<file path="config.mk">
export PLATFORM = sky130hd
export DESIGN_NAME = flash_irq_ctrl
export DESIGN_NICKNAME = d
export VERILOG_FILES = /design/src/rtl/fic_pkg.sv /design/src/rtl/fic_intstat.sv /design/src/rtl/fic_cfg.sv /design/src/rtl/fic_cmd.sv /design/src/rtl/flash_irq_ctrl.sv
export SDC_FILE = /design/constraint.sdc
export NUM_CORES = 1
export LEC_CHECK = 0
export CAP_MARGIN = 5
export CORE_MARGIN = 8
export CORE_UTILIZATION = 54
export CTS_CLUSTER_DIAMETER = 200
export DETAILED_ROUTE_END_ITERATION = 12
export MAX_ROUTING_LAYER = met4
export PLACE_DENSITY = 0.86
export REMOVE_ABC_BUFFERS = 1
export SLEW_MARGIN = 10
export SYNTH_ARGS = -nofsm -noshare
export SYNTH_HDL_FRONTEND = slang
export SYNTH_SLANG_ARGS = --single-unit
export TNS_END_PERCENT = 5
</file>
<file path="constraint.sdc">
create_clock -name clk -period 2.9 [get_ports clk]
set_input_delay 0.58 -clock clk [delete_from_list [all_inputs] [get_ports clk]]
set_output_delay 0.58 -clock clk [all_outputs]
set_load 0.05 [all_outputs]
</file>
<file path="src/rtl/fic_pkg.sv">
package fic_pkg;
  localparam int DW          = 16;
  localparam int CMD_W       = 16;
  localparam int AW          = 3;
  localparam int MASTER_BIT  = 15;
  localparam int DONE_LSB    = 4;
  localparam int ERR_LSB     = 10;
  localparam int POL_BIT     = 6;
  localparam int RDY_BIT     = 7;
  localparam int CFG1_RD_LSB = 5;

  localparam logic [DW-1:0] INT_COLD  = 16'h8080;
  localparam logic [DW-1:0] INT_WARM  = 16'h8010;
  localparam logic [DW-1:0] CFG1_INIT = 16'h40C0;
  localparam logic [DW-1:0] ERR_MASK  = 16'h3C00;

  typedef enum logic [AW-1:0] {
    RA_CMD  = 3'd0,
    RA_CFG1 = 3'd1,
    RA_CFG2 = 3'd2,
    RA_STAT = 3'd3,
    RA_INT  = 3'd4
  } reg_sel_e;

  typedef enum logic [1:0] {
    OP_RESET = 2'd0,
    OP_ERASE = 2'd1,
    OP_PROG  = 2'd2,
    OP_LOAD  = 2'd3
  } op_kind_e;
endpackage

</file>
<file path="src/rtl/fic_intstat.sv">
module fic_intstat
  import fic_pkg::*;
(
  input  logic          clk,
  input  logic          rst_n,
  input  logic          warm_rst,
  input  logic          int_wr,
  input  logic [DW-1:0] wdata,
  input  logic          ev_done,
  input  logic [1:0]    ev_kind,
  input  logic          ev_err,
  input  logic          ev_unknown,
  output logic [DW-1:0] int_q,
  output logic [DW-1:0] stat_q,
  output logic          master_nxt
);
  logic [DW-1:0] int_n, stat_n, done_vec, err_vec;

  always_comb begin
    done_vec = '0;
    err_vec  = '0;
    if (ev_done) begin
      done_vec[MASTER_BIT] = 1'b1;
      done_vec[DONE_LSB+3:DONE_LSB] = 4'b0001 << ev_kind;
      if (ev_err) begin
        err_vec[ERR_LSB]   = 1'b1;
        err_vec[ERR_LSB+1] = (ev_kind == OP_ERASE);
        err_vec[ERR_LSB+2] = (ev_kind == OP_PROG);
        err_vec[ERR_LSB+3] = (ev_kind == OP_LOAD);
      end
    end
    if (ev_unknown) begin
      done_vec[MASTER_BIT] = 1'b1;
      err_vec[ERR_LSB]     = 1'b1;
    end
  end

  always_comb begin
    int_n = int_wr ? (int_q & wdata) : int_q;
    int_n = int_n | done_vec;
    stat_n = int_n[MASTER_BIT] ? ((stat_q | err_vec) & ERR_MASK) : '0;
  end

  assign master_nxt = (!rst_n || warm_rst) ? 1'b1 : int_n[MASTER_BIT];

  always_ff @(posedge clk) begin
    if (!rst_n) begin
      int_q  <= INT_COLD;
      stat_q <= '0;
    end else if (warm_rst) begin
      int_q  <= INT_WARM;
      stat_q <= '0;
    end else begin
      int_q  <= int_n;
      stat_q <= stat_n;
    end
  end

  // error bits exist only while the master bit is set
  a_r6_err_needs_master: assert property (@(posedge clk) disable iff (!rst_n)
    (stat_q != '0) |-> int_q[MASTER_BIT]);

  // a completion leaves the master bit set
  a_r3_done_sets_master: assert property (@(posedge clk) disable iff (!rst_n)
    (ev_done && !warm_rst) |=> int_q[MASTER_BIT]);

  // warm reset values
  a_r2_warm_values: assert property (@(posedge clk) disable iff (!rst_n)
    warm_rst |=> (int_q == INT_WARM) && (stat_q == '0));
endmodule

</file>
<file path="src/rtl/fic_cfg.sv">
module fic_cfg
  import fic_pkg::*;
(
  input  logic          clk,
  input  logic          rst_n,
  input  logic          warm_rst,
  input  logic          cfg1_wr,
  input  logic          cfg2_wr,
  input  logic [DW-1:0] wdata,
  input  logic          master_nxt,
  output logic [DW-1:0] cfg1_q,
  output logic [DW-1:0] cfg2_q,
  output logic          rdy_q,
  output logic          irq_q
);
  logic [DW-1:0] cfg1_n;

  always_comb begin
    if (!rst_n || warm_rst) cfg1_n = CFG1_INIT;
    else if (cfg1_wr)       cfg1_n = wdata;
    else                    cfg1_n = cfg1_q;
  end

  always_ff @(posedge clk) begin
    cfg1_q <= cfg1_n;
    irq_q  <= master_nxt ^ ~cfg1_n[POL_BIT];
    if (!rst_n || warm_rst) begin
      cfg2_q <= '0;
      rdy_q  <= 1'b1;
    end else begin
      if (cfg2_wr) cfg2_q <= wdata;
      if (cfg1_wr) rdy_q  <= wdata[RDY_BIT];
    end
  end

  // ready pin takes bit 7 of a configuration-1 write
  a_r10_rdy_follows: assert property (@(posedge clk) disable iff (!rst_n)
    (cfg1_wr && !warm_rst) |=> (rdy_q == $past(wdata[RDY_BIT])));
endmodule

</file>
<file path="src/rtl/fic_cmd.sv">
module fic_cmd
  import fic_pkg::*;
(
  input  logic             clk,
  input  logic             rst_n,
  input  logic             warm_rst,
  input  logic             cmd_wr,
  input  logic [CMD_W-1:0] wdata,
  input  logic             master_q,
  output logic [CMD_W-1:0] cmd_q,
  output logic             issue_q
);
  logic accept;
  assign accept = cmd_wr && !master_q;

  always_ff @(posedge clk) begin
    if (!rst_n || warm_rst) begin
      cmd_q   <= '0;
      issue_q <= 1'b0;
    end else begin
      issue_q <= accept;
      if (accept) cmd_q <= wdata;
    end
  end

  // a command write during a pending interrupt changes nothing
  a_r8_cmd_blocked: assert property (@(posedge clk) disable iff (!rst_n)
    (cmd_wr && master_q && !warm_rst) |=> ($stable(cmd_q) && !issue_q));
endmodule

</file>
<file path="src/rtl/flash_irq_ctrl.sv">
module flash_irq_ctrl
  import fic_pkg::*;
(
  input  logic             clk,
  input  logic             rst_n,
  input  logic             warm_rst,
  input  logic             reg_wr,
  input  logic [AW-1:0]    reg_addr,
  input  logic [DW-1:0]    reg_wdata,
  output logic [DW-1:0]    reg_rdata,
  input  logic             ev_done,
  input  logic [1:0]       ev_kind,
  input  logic             ev_err,
  input  logic             ev_unknown,
  output logic             cmd_issue,
  output logic [CMD_W-1:0] cmd_code,
  output logic             irq,
  output logic             rdy
);
  logic [DW-1:0] int_q, stat_q, cfg1_q, cfg2_q;
  logic          master_nxt;

  logic wr_cmd, wr_cfg1, wr_cfg2, wr_int;
  assign wr_cmd  = reg_wr && (reg_addr == RA_CMD);
  assign wr_cfg1 = reg_wr && (reg_addr == RA_CFG1);
  assign wr_cfg2 = reg_wr && (reg_addr == RA_CFG2);
  assign wr_int  = reg_wr && (reg_addr == RA_INT);

  fic_intstat u_int (
    .clk(clk), .rst_n(rst_n), .warm_rst(warm_rst), .int_wr(wr_int),
    .wdata(reg_wdata), .ev_done(ev_done), .ev_kind(ev_kind), .ev_err(ev_err),
    .ev_unknown(ev_unknown), .int_q(int_q), .stat_q(stat_q),
    .master_nxt(master_nxt)
  );

  fic_cfg u_cfg (
    .clk(clk), .rst_n(rst_n), .warm_rst(warm_rst), .cfg1_wr(wr_cfg1),
    .cfg2_wr(wr_cfg2), .wdata(reg_wdata), .master_nxt(master_nxt),
    .cfg1_q(cfg1_q), .cfg2_q(cfg2_q), .rdy_q(rdy), .irq_q(irq)
  );

  fic_cmd u_cmd (
    .clk(clk), .rst_n(rst_n), .warm_rst(warm_rst), .cmd_wr(wr_cmd),
    .wdata(reg_wdata), .master_q(int_q[MASTER_BIT]), .cmd_q(cmd_code),
    .issue_q(cmd_issue)
  );

  always_comb begin
    case (reg_addr)
      RA_CMD:  reg_rdata = cmd_code;
      RA_CFG1: reg_rdata = {cfg1_q[DW-1:CFG1_RD_LSB], {CFG1_RD_LSB{1'b0}}};
      RA_CFG2: reg_rdata = cfg2_q;
      RA_STAT: reg_rdata = stat_q;
      RA_INT:  reg_rdata = int_q;
      default: reg_rdata = '0;
    endcase
  end

  // interrupt pin polarity relation between status and configuration
  a_r7_irq_polarity: assert property (@(posedge clk) disable iff (!rst_n)
    irq == (int_q[MASTER_BIT] ^ ~cfg1_q[POL_BIT]));
endmodule

</file>
# --- Yosys cells after proc, flatten, opt, wreduce, memory -nomap -nowiden ---
# Cells that the tools add are included.
# W data, S select, Z words.
classes:
  n_addsub: 0
  n_mul: 0
  div_mod_pow: 0
  n_lt_le_gt_ge: 0
  eq_ne: 7
  shifts: 1
  n_mux: 12
  bitwise_logic: 7
  n_reduce_logical: 11
ops:
  columns: ["cell", "n"]
  rows:
  - ["$pmux W16 S5", 1]
  - ["$and A16 B16 Y16", 1]
  - ["$mux W16", 1]
  - ["$or A16 B16 Y16", 1]
  - ["$mux W7", 2]
  - ["$or A14 B14 Y14", 1]
  - ["$mux W4", 3]
  - ["$mux W8", 1]
  - ["$eq A3 B2 Y1 const B", 2]
  - ["$logic_and A1 B1 Y1", 5]
  - ["$eq A2 B2 Y1 const B", 2]
  - ["$mux W1", 4]
  - ["$shl A1 B2 Y4 const A", 1]
  - ["$eq A3 B1 Y1 const B", 1]
  - ["$eq A3 B3 Y1 const B", 1]
  - ["$logic_not A3 Y1", 1]
  - ["$not A1 Y1", 3]
  - ["$reduce_or A3 Y1", 1]
  - ["$eq A2 B1 Y1 const B", 1]
  - ["$logic_not A1 Y1", 2]
  - ["$reduce_or A2 Y1", 1]
  - ["$logic_or A1 B1 Y1", 1]
  - ["$xor A1 B1 Y1", 1]
totals:
  register_bits: 71
  latchBits: 0
  ramBits: 0
  rom_bits: 0
  input_bits: 28
  output_inout_bits: 35
  word_cells: 48
  n_memories: 0

# --- Depth between registers and ports, before layout ---
# Gate-level depths: netlist of run 1.
depth:
  depth_word: 6
  mapped_depth: 6
  ltp_nobuf: 4

# --- Hierarchy ---
# Synthesis of run 1 repeated with hierarchy kept, for this count alone.
unflattened:
  hier_cells: 357
  area_unflattened_um2: 3392.0
modules_own_cells:
  columns: ["mod", "instances", "cells_per_inst", "area_each_um2", "seq_area_each_um2"]
  rows:
  - ["fic_cfg", 1, 107, 1198.6, 660.6]
  - ["fic_intstat", 1, 89, 770.7, 400.4]
  - ["flash_irq_ctrl", 1, 86, 753.2, 0.0]
  - ["fic_cmd", 1, 75, 669.4, 340.3]

# --- Worst setup path after synthesis of run 1 ---
# No wires, ideal clock.
synth_path:
  path_kind: "input -> output"
  start: "input reg_addr[0]"
  end: "output reg_rdata[14]"
  arrival_time_ns: 2.241
  required_time_ns: 2.320
  setup_slack_ns: 0.079
  path_stages: 4
  n_path_buf: 1
  cell_sequence: "buf_4 > nor2b_1 > a21oi_1 > o21ai_0"
synth_via:
  elab_chain_cells: 2
  word_cells_on_any_way: 6
  cone_classes: "eq/ne: 4; mux: 1; reduce/logical: 1"
synth_rtl:
  columns: ["item", "line_no", "source"]
  rows:
  - ["start: declaration", "flash_irq_ctrl.sv:8", "input logic [AW-1:0] reg_addr,"]
  - ["$eq A3 B3 Y1 (tied with other cells)", "flash_irq_ctrl.sv:49", "case (reg_addr)"]
  - ["$pmux W16 S5 *", "flash_irq_ctrl.sv:49", null]
  - ["end: declaration", "flash_irq_ctrl.sv:10", "output logic [DW-1:0] reg_rdata,"]
# Every way passes the cells marked *; elsewhere a longest branch is shown, timed or not.

# --- Final worst setup path of run 1 ---
layout_path:
  start: "input reg_addr[1]"
  end: "output reg_rdata[14]"
# Same word-level chain as after synthesis.

==> results.md, run 1 <==
* Slew Viols, Final at 0
* Ys Warns at 0
* Cts hold-fix bufs at 0
* Distinct cells, synth at 31
* Largest net degree at the start of global routing at 25
* CP startpoint kind: input pin
* LEAKAGE at 0.00149 uW
* Hold Fails Final Rpt at 0
* Worst-margin pin slew at 0.738 ns
* Crit path max-delay family: buffers and inverters
* Mapped Avg Cell Area at 8.18 um^2
* Number of cells on the critical path at 7
* Worst VDD drop at roughly 0.35 mV
* Grt ovf at 0
* DRT iter0 DRCs at 240
* Layout cell share with drive strength beyond 1 at between 10% and 20%
* Worst Skew at 0.00738 ns
* I/O Buffers at 62
* DRC viols at 0
* Final period util at 94.5%
* Post-cts sizing count at 0
* Crit path DAT at 2.16 ns
* Max Freq at 365 MHz
* Vias per inst at between 5 and 6
* Worst Hold Path Cells at 1
* Post-route setup slack at 0.159 ns
* Postcts setup bufs at 0
* Drt pass-1 iters at 7
* # rows at 26
* Final min period at roughly 2.7 ns
* I/O Pins at 63
* Post-Place Worst Slack at about 0.17 ns
* Final instance area at 3970 um^2
* Path category of the worst min-delay check: flop to flop
* Nets@finish at roughly 450
* Mapped Area at 2880 um^2
* Bufs and invs on worst path at 4
* Area post-placement at 3780 um^2
* Clk_lat worst skew at 0.35 ns
* Initial antenna violation count at 0
* Critical-path top delay cell: clkdlybuf4s50_1
* Placeable Area at slightly above 5000 um^2
* Vias in the first global route at 2989
* DIE HEIGHT at 89.0 um
* CTS Buffer Depth at 2
* Most frequent cells in the layout: 96 x nand2_1, 65 x dfxtp_1, 48 x a21oi_1, 46 x clkdlybuf4s50_1, 27 x nor2_1
* CTS tree: yes
* Status: finished, final reports clean
* Max stage delay on crit path at 0.50 ns
* Crit path max fanout at 14
* Synth Register Bits at 65
* Setup violations, final at 0
* Critical Path End Type: primary output
* Clock H-tree levels at 3
* First-pass GRT wire length at 14000 um
* Reg2Reg Capture Point: u_cmd.cmd_q[2]
* Register clock-pin slew on the reported worst setup and hold paths at 0.06 ns
* Vias post-DR at 2851
* P&R area growth vs syn at 37.7%
* Largest cells by area after synthesis: dfxtp_1 45%, nand2_1 13%, a21oi_1 8.3%
* Routability Congestion at between 0.8 and 0.9
* CP Class: input pin to primary output
* Register area share after synthesis at 45.2%
* Chip Width at 89.0 um
* Pwr dens at ~470 nW/um^2
* DIE AREA at 7920 um^2
* RSZ-0062 raised after global routing: no
* Worst path most repeated cell: buf_12
* Cell taking the most area after synthesis: dfxtp_1
* # diodes at 0
* Root buf cell: clkbuf_8
* Commonest non-fill, non-tap cell in the layout: nand2_1
* Worst EP required at about 2.3 ns
* Worst reg2reg startpoint: u_int.int_q[15]
* Mapped Cells at 352
* Slew headroom at 50.7%
* Max-cap viol count at 0
* CTS sink cnt at between 60 and 70
* Setup TNS at 0 ns
* Inserted Clock Buffers at 9
* R2R depth at 4
* Routed WL at between 8000 and 9000 um
* Initial Utilization at 56.0%
* Hold WS at 0.448 ns
* CP cell instances: clkdlybuf4s50_1 -> buf_12 -> nor2b_1 -> buf_4 -> a21oi_1 -> o21ai_0 -> buf_12
* Post-DRT Antenna Nets at 0
* Yosys top cell area share at roughly 45%
* R2R setup slack at 1.52 ns
* GRT Total Usage at 23.9%
* DP HPWL at 5790 um
* Average wire per standard cell at 17.5 um
worst max path at each step:
stage	endpoint	slack (ns)	start
detailed placement	reg_rdata[6]	0.17	reg_addr[1]
floorplan	reg_rdata[14]	0.24	reg_addr[1]
finish	reg_rdata[14]	0.16	reg_addr[1]
global placement	reg_rdata[6]	0.18	reg_addr[1]
CTS	reg_rdata[6]	0.17	reg_addr[1]
global route	reg_rdata[14]	0.08	reg_addr[1]
routing by layer:
layer	wire (um)	GRT usage [%]	share of wire, %
met1	3480	26.4	40
met3	710	6.89	8.2
met2	4210	39.0	49
met5	0	-	0
met4	216	11.2	2.5
flip-flops by register name (all words and copies together) (netlist names), named ones only:
register / flops
u_cmd.issue_q: 1
u_cfg.cfg1_q: 11
u_cfg.irq_q: 1
u_int.int_q: 12
u_int.stat_q: 4
u_cmd.cmd_q: 16
u_cfg.cfg2_q: 16
logic make-up (layout without fill, tap and decap cells):
| group | after synthesis | count (layout) | share of synthesized area (%) |
|---|---|---|---|
| and+or+nand+nor | 144 | 144 | 21.4 |
| AOI/OAI and AO/OA | 94 | 94 | 20.6 |
| DFF | 65 | 65 | 45.2 |
| buffers and inverters | 27 | 98 | 5.21 |
| muxes | 21 | 21 | 7.30 |
| xor gates and xnor gates | 1 | 1 | 0.304 |
per-stage QoR:
step / total power [uW] / instances / util [%]
global placement: 1120 / 477 / 73.5
floorplan: 992 / 328 / -
finish: 1860 / 493 / 77.1
detailed placement: 1120 / 477 / 73.5
CTS: 1860 / 493 / 77.1
global route: 1920 / 493 / 77.1
power by group:
part           leakage, uW  switching [uW]  internal (uW)
Combinational     0.000868             112           89.4
Clock            0.0000974             337            419
Sequential        0.000525            4.48            900
Total              0.00149             453           1410
Yosys cell counts, drive strengths merged:
cell     number
nor4b         1
buf          16
mux2i        21
xnor2         1
dfxtp        65
nand2b        2
nor3b         2
or2           1
nor2b         3
and4bb        1
nand2        96
a31oi         3
a21oi        59
inv           3
a41oi         3
and2          2
nor3          1
a21boi        1
nand3         6
nor2         27
clkbuf        8
o211a        11
nand3b        1
o21a          1
o22ai         4
nand4bb       1
o21ai        12
layout make-up:
cell class                 instances  area [um^2]
clock buffer                      13          149
clock inverter                     3         40.0
tap                               70         87.6
fill                             383         1170
inverter                           3         11.3
multi-input combinational        260         1430
sequential                        65         1300
timing repair buffer              79          946
worst reg2reg max path: cells and delay by family (launching register included):
kind / cells / cell delay (ns)
AO/OA/AOI/OAI: 1 / 0.17
flip-flops: 1 / 0.39
AND/OR/NAND/NOR: 3 / 0.74
(Power assumes the default switching activity.)
==> run 2: changes to the inputs <==
CORE_ASPECT_RATIO = 0.9   (was unset)
==> run 2 against run 1 <==
- global-route usage fell by 0.88 points
- critical path depth unchanged
- clock skew shrank 0.0016 ns
- clock power grew 15%
- sequential cell count did not move
- register-to-register slack improved by 0.26 ns
- sequential power about the same
- core utilization is 0.27 points lower
- final cell count down 0.20%
- combinational power is 2% lower
==> results.md, run 2 (synthesis gave the netlist of run 1 again) <==
* Crit path DAT at 2.18 ns
* Largest net degree at the start of global routing at 30
* Post-DRT Antenna Nets at 0
* Initial antenna violation count at 0
* Final instance area at 3990 um^2
* Post-cts sizing count at 0
* # rows at 25
* Routability Congestion at 0.864
* Worst VDD drop at 0.284 mV
* Final period util at 95.3%
* LEAKAGE at 0.00151 uW
* Grt ovf at 0
* Worst EP required at 2.32 ns
* I/O Pins at 63
* I/O Buffers at 62
* Vias in the first global route at 2954
* Max Freq at between 300 and 400 MHz
* Cts hold-fix bufs at 0
* Area post-placement at 3760 um^2
* Placeable Area at 5190 um^2
* DRC viols at 0
* Pwr dens at approximately 490 nW/um^2
* CP startpoint kind: input pin
* Worst Skew at 0.00578 ns
* P&R area growth vs syn at 38.6%
* Hold WS at 0.450 ns
* Hold Fails Final Rpt at 0
* Layout cell share with drive strength beyond 1 at 15.8%
* CTS Buffer Depth at 2
* Vias per inst at between 5 and 6
* Crit path max fanout at 29
* Most frequent cells in the layout: 96 x nand2_1, 65 x dfxtp_1, 48 x a21oi_1, 46 x clkdlybuf4s50_1, 27 x nor2_1
* Critical Path End Type: primary output
* Worst-margin pin slew at 0.626 ns
* Inserted Clock Buffers at 9
* Register clock-pin slew on the reported worst setup and hold paths at 0.07 ns
* Final min period at 2.76 ns
* CTS sink cnt at 65
* Commonest non-fill, non-tap cell in the layout: nand2_1
* Drt pass-1 iters at 8
* Path category of the worst min-delay check: flop to flop
* CP Class: input pin to primary output
* Initial Utilization at 55.4%
* # diodes at 0
* GRT Total Usage at 23.0%
* Slew headroom at about 58%
* Nets@finish at roughly 450
* DIE AREA at 7930 um^2
* Root buf cell: clkbuf_8
* Slew Viols, Final at 0
* Biggest regs: u_cfg.cfg2_q: 16 flops, u_cmd.cmd_q: 16 flops, u_int.int_q: 12 flops
* Post-route setup slack at 0.137 ns
* RSZ-0062 raised after global routing: no
* Max-cap viol count at 0
* Clk_lat worst skew at 0.34 ns
* Chip Width at around 93 um
* Status: finished, final reports clean
* First-pass GRT wire length at roughly 14000 um
* Setup violations, final at 0
* Final Util at 76.9%
* Routed WL at 8750 um
* DP HPWL at a little under 6000 um
* CTS tree: yes
* Vias post-DR at 2879
* Postcts setup bufs at 0
* DIE HEIGHT at 85.3 um
* DRT iter0 DRCs at 311
* Average wire per standard cell at 17.8 um
* Setup TNS at 0 ns
* Clock H-tree levels at 3
* Post-Place Worst Slack at 0.141 ns
run 2: cell types whose count changed in the layout (fill, tap and decap cells not counted), sizes merged:
cell,change
bufinv,+1
buf,+2
clkinvlp,+1
clkbuf,-2
run 2: cell type report:
class                   count  area (um^2)
clock buffers              11          151
clock inverters             5         77.6
fillers                   372         1200
inverters                   3         11.3
multi-input cells         260         1430
flip-flops and latches     65         1300
well taps                  67         83.8
repair buffers             81          936
run 2: power breakdown:
| group | total, uW | internal [uW] | switching [uW] |
|---|---|---|---|
| combinational | 197 | 85.2 | 112 |
| clock | 868 | 528 | 341 |
| sequential | 904 | 900 | 4.35 |
run 2: routing by layer:
metal  up-vias  share of wire (%)  track usage (%)
li1       1338                  -                -
met2       161                 50             37.8
met3        32                8.7             6.35
met5         -                  0                -
met1      1348                 39             25.3
met4         0                2.5             11.1
run 2: worst max-delay path, cell delays in order:
cell             delay (ns)
clkdlybuf4s50_1        0.51
buf_12                 0.21
nor2b_1                0.15
buf_4                  0.15
a21oi_1                0.06
o21ai_0                0.32
buf_12                 0.19
run 2: metrics by stage:
stage                     power (uW)  std cells
after floorplan                  992        328
after global placement          1110        476
after detailed placement        1110        476
after CTS                       1980        492
after global routing            2030        492
final                           1970        492
run 2: worst paths after layout:
path	from	end	slack [ns]	cells after the start
worst max-delay path	reg_addr[1]	reg_rdata[14]	0.14	7
worst min-delay path	flop	flop	0.45	1
worst max register to register	u_int.int_q[15]	u_cmd.cmd_q[6]	1.78	5
worst min register to register	flop	flop	0.45	1
